File: src/rtl/imm_widen_unit.sv
module imm_widen_unit #(
  parameter int IMM_W = 16,
  parameter int OUT_W = 32,
  parameter int SHAMT = 2
) (
  input  logic [IMM_W-1:0] imm_i,
  input  logic             sign_en_i,
  input  logic             scale_en_i,
  output logic [OUT_W-1:0] value_o
);
  localparam int FILL_W = OUT_W - IMM_W;

  logic             fill_bit;
  logic [OUT_W-1:0] widened;
  logic [OUT_W-1:0] scaled;

  assign fill_bit = imm_i[IMM_W-1] & sign_en_i;
  assign widened  = {{FILL_W{fill_bit}}, imm_i};
  assign scaled   = {widened[OUT_W-SHAMT-1:0], {SHAMT{1'b0}}};
  assign value_o  = scale_en_i ? scaled : widened;
endmodule


File: config.mk
export PLATFORM = sky130hd
export DESIGN_NAME = imm_widen_unit
export DESIGN_NICKNAME = d
export VERILOG_FILES = /design/src/rtl/imm_widen_unit.sv
export SDC_FILE = /design/constraint.sdc
export NUM_CORES = 1
export LEC_CHECK = 0
export BUFFER_PORTS_ARGS = -buffer_cell sky130_fd_sc_hd__buf_4
export CAP_MARGIN = 20
export CORE_AREA = 2 2 39 41
export DETAILED_ROUTE_END_ITERATION = 7
export DIE_AREA = 0 0 41 43
export PLACE_DENSITY = 0.79
export SYNTH_ARGS = -nofsm -noshare
export SYNTH_HDL_FRONTEND = slang
export SYNTH_SLANG_ARGS = --single-unit
export TNS_END_PERCENT = 10
File: constraint.sdc
create_clock -name vclk -period 0.8
set_input_delay 0.12 -clock vclk [all_inputs]
set_output_delay 0.12 -clock vclk [all_outputs]
set_load 0.01 [all_outputs]
# --- After elaboration in Yosys (flattened, before gate mapping) ---
# Index checks and enable logic that the tools add are counted.
totals:
  inputBits: 18
  word_cells: 2
  output_inout_bits: 32
  reg_bits: 0
classes:
  muxes: 1
  bitwise: 1
op_table:
  columns: ["op", "count"]
  rows:
  - ["two-way mux 18 bit", 1]
  - ["AND 1 bit", 1]

# --- Depth between registers and ports, before layout ---
depth:
  depth_word: 2
  mapped_depth: 3

# --- Worst setup path after synthesis ---
# Ideal clock, no wire load.
synth_path:
  path_type: "in2out"
  start: "input imm_i[15]"
  end: "output value_o[16]"
  n_path_buf: 0
  slack_ns: -0.027
  t_arrival_ns: 0.707
  path_stages: 2
  path_cell_list: "and2_1 > mux2_2"
synth_via:
  elab_chain_len: 2
synth_lines:
  columns: ["element", "line_no", "text"]
  rows:
  - ["start, declared", "6", "input logic [IMM_W-1:0] imm_i,"]
  - ["AND 1 bit", "17", "assign fill_bit = imm_i[IMM_W-1] & sign_en_i;"]
  - ["two-way mux 18 bit", "20", "assign value_o = scale_en_i ? scaled : widened;"]
  - ["end, declared", "9", "output logic [OUT_W-1:0] value_o"]
# Every way passes these cells.

# --- Worst setup path in the final report ---
layout_path:
  start: "input sign_en_i"
  end: "output value_o[16]"
layout_via:
  elab_chain_len: 2
layout_lines:
  columns: ["element", "line_no", "text"]
  rows:
  - ["start, declared", "7", "input logic sign_en_i,"]
  - ["AND 1 bit", "17", null]
  - ["two-way mux 18 bit", "20", null]
# Every way passes these cells.

==> reports/summary.md <==
### Status
• **status** complete, but fails checks
• **failing checks** negative setup slack

### Finish
• **layout overhead on the synthesized area** 117%
• **count of sequential standard cells** 0
• **Sequential cell area** 0 um^2
• **share of the core filled with cells** 56.9%
• **total of clock buffers placed in the layout** 0
• **Nets** 95
• **proportion of layout cells with a drive suffix above 1** 98.7%
• **n_diodes** 0
• **Post-Layout Inst Area** 787 um^2

### Yosys
• **Synth Area in XOR/XNOR** 0%
• **post-synthesis cell type count** 8
• **number of instances in the synthesized netlist** 35
• **fraction of the mapped netlist area in compound gates** 2.07%
• **number of warnings reported in the yosys synthesis log** 0
• **area share of fa/ha/maj cells after synthesis** 0%
• **synth cell count leaders** sky130_fd_sc_hd__buf_4 (14), sky130_fd_sc_hd__mux2_2 (8), sky130_fd_sc_hd__mux2_4 (7)
• **cell area after technology mapping** 363 um^2
• **share of the synthesized area in the top cell type** 29.0%
• **share of synthesized cell area in and, or, nand and nor gates** 6.55%
• **sequential fraction of the synthesis area** 0%
• **dominant combinational cell family by area after synthesis** multiplexers
• **multiplexer share of the synthesized area** 53.8%
• **number of nets in the synthesized netlist** 53
• **dominant cell by count in the synthesized netlist** sky130_fd_sc_hd__buf_4
• **post-synth top area cell** sky130_fd_sc_hd__buf_4
• **synth top area cells** sky130_fd_sc_hd__buf_4 (29%), sky130_fd_sc_hd__mux2_4 (29%), sky130_fd_sc_hd__mux2_2 (25%), sky130_fd_sc_hd__buf_12 (5.5%), sky130_fd_sc_hd__and2b_2 (4.8%)
• **synthesized area per cell** 10.4 um^2

### Route
• **Iteration-0 DRC Markers** 0
• **router iterations before antenna repair** 1
• **via total after detailed routing** 392
• **Final ANT Viol Nets** 0
• **Post-route DRC** 0
• **routed wire length** 1020 um
• **routed wire length per instance** 11.2 um
• **vias per cell** 4.31

### Timing
• **Final Hold Slack** 0.529 ns
• **worst path setup slack after routing** -0.0927 ns
• **count of endpoints failing setup in the final report** 15
• **Max Slew Vio Count** 0
• **unrepaired setup endpoints after global routing** true
• **hold violation total from the final report** 0
• **measured slew at the worst slew-check pin** 0.118 ns
• **Slew headroom** 92.1%
• **final worst path period need** 0.893 ns
• **peak clock frequency supported by timing** 1.12 GHz
• **crit share post-route** 112%

### Worst setup path
• **worst endpoint required time** 0.68 ns
• **launching element type of the critical path** input port
• **data arrival time at the worst-slack endpoint** 0.77 ns
• **Max stage delay on crit path** 0.27 ns
• **series of cell instances along the critical path** buf_6, and2_4, mux2_4, buf_6
• **delay-heaviest family, CP** multiplexers
• **cell with the largest stage delay on the worst path** sky130_fd_sc_hd__mux2_4
• **maximum fanout along the worst path** 6
• **Setup crit end kind** output pin
• **Worst Setup Path Type** in -> out
• **Buf/Inv on CP** 2
• **Most Frequent Cell on Critical Path** sky130_fd_sc_hd__buf_6

### Floorplanning
• **I/O pin count** 50
• **core outline area** 1380 um^2
• **total number of placement rows** 14
• **area enclosed by the die boundary** 1760 um^2
• **initial standard-cell utilization of the core** 26.2%
• **overall die width** 41 um
• **Die Ht** 43 um

### Job
• **reported max-cap violation count** 0

### Pwr
• **largest vdd supply drop** 0.306 mV
• **total power density per cell area** 665 nW/um^2
• **leakage dissipation** 0.446 nW

### Global routing
• **total routing usage reported by global routing** 11.1%
• **largest net degree at the start of global routing** 19
• **vias in the first global route** 370
• **number of antenna violations at the first check in global routing** 0
• **first-pass GRT wire length** 1480 um
• **leftover overflow at the end of global routing** 0

### Worst hold path
• **min-delay worst type** in -> out

### Placement
• **DP Area** 631 um^2
• **final weighted congestion in routability-driven placement** 0.599
• **count of buffers from port buffering** 50

==> final cells by class <==
type                       count  area (um^2)
fill                         121          597
timing repair buffer          56          508
multi-input combinational     19          259
tap                           16         20.0
==> cell usage in the layout, fill, tap and decap left out <==
cell type and instances:
sky130_fd_sc_hd__o21a_1 1, sky130_fd_sc_hd__and2_4 1, sky130_fd_sc_hd__and2b_2 2, sky130_fd_sc_hd__mux2_4 15, sky130_fd_sc_hd__buf_6 18, sky130_fd_sc_hd__buf_16 1, sky130_fd_sc_hd__buf_4 37
==> metrics by stage <==
step	total power, mW	worst slack (ns)	std cells	setup TNS (ns)
detailed placement	0.416	-0.247	86	-2.77
global placement	0.409	-0.233	86	-2.58
CTS	0.520	-0.0949	91	-0.427
floorplan	0.242	-0.000785	35	-0.00550
global route	0.561	-0.104	91	-0.647
finish	0.524	-0.0927	91	-0.380
==> kinds of logic after synthesis <==
family | after synthesis
buffers and inverters | 16
AO/OA/AOI/OAI | 1
multiplexers | 15
AND/OR/NAND/NOR | 3
==> power by group <==
group | total (mW) | switching [mW] | internal, mW | leakage, nW
Clock | 0 | 0 | 0 | 0
Combinational | 0.524 | 0.178 | 0.346 | 0.446
Sequential | 0 | 0 | 0 | 0
==> tightest hold or removal path, delay by kind of cell <==
family	cells	cell delay (ns)
buf+inv	2	0.18
compound gates	1	0.11
==> routing by layer <==
| layer | track usage [%] | up-vias | wire length (um) |
|---|---|---|---|
| met4 | 0 | 0 | 0 |
| li1 | - | 185 | - |
| met5 | 0 | - | 0 |
| met2 | 22.2 | 34 | 520 |
| met1 | 12.3 | 173 | 362 |
| met3 | 0.524 | 0 | 139 |
==> path summary, 6_finish.rpt <==
| kind | end | depth (start not counted) | startpoint | slack, ns |
|---|---|---|---|---|
| min | value_o[17] | 3 | sign_en_i | 0.53 |
| max | value_o[16] | 4 | sign_en_i | -0.09 |
==> repair_timing <==
item / CTS / global route
gates cloned: 0 / 0
setup endpoints to repair: 17 / 16
setup buffers: 5 / 0
hold endpoints to repair: 0 / 0
pin swaps: 1 / 0
gates resized for setup: 29 / 2
hold buffers: 0 / 0
(Power assumes the default switching activity.)
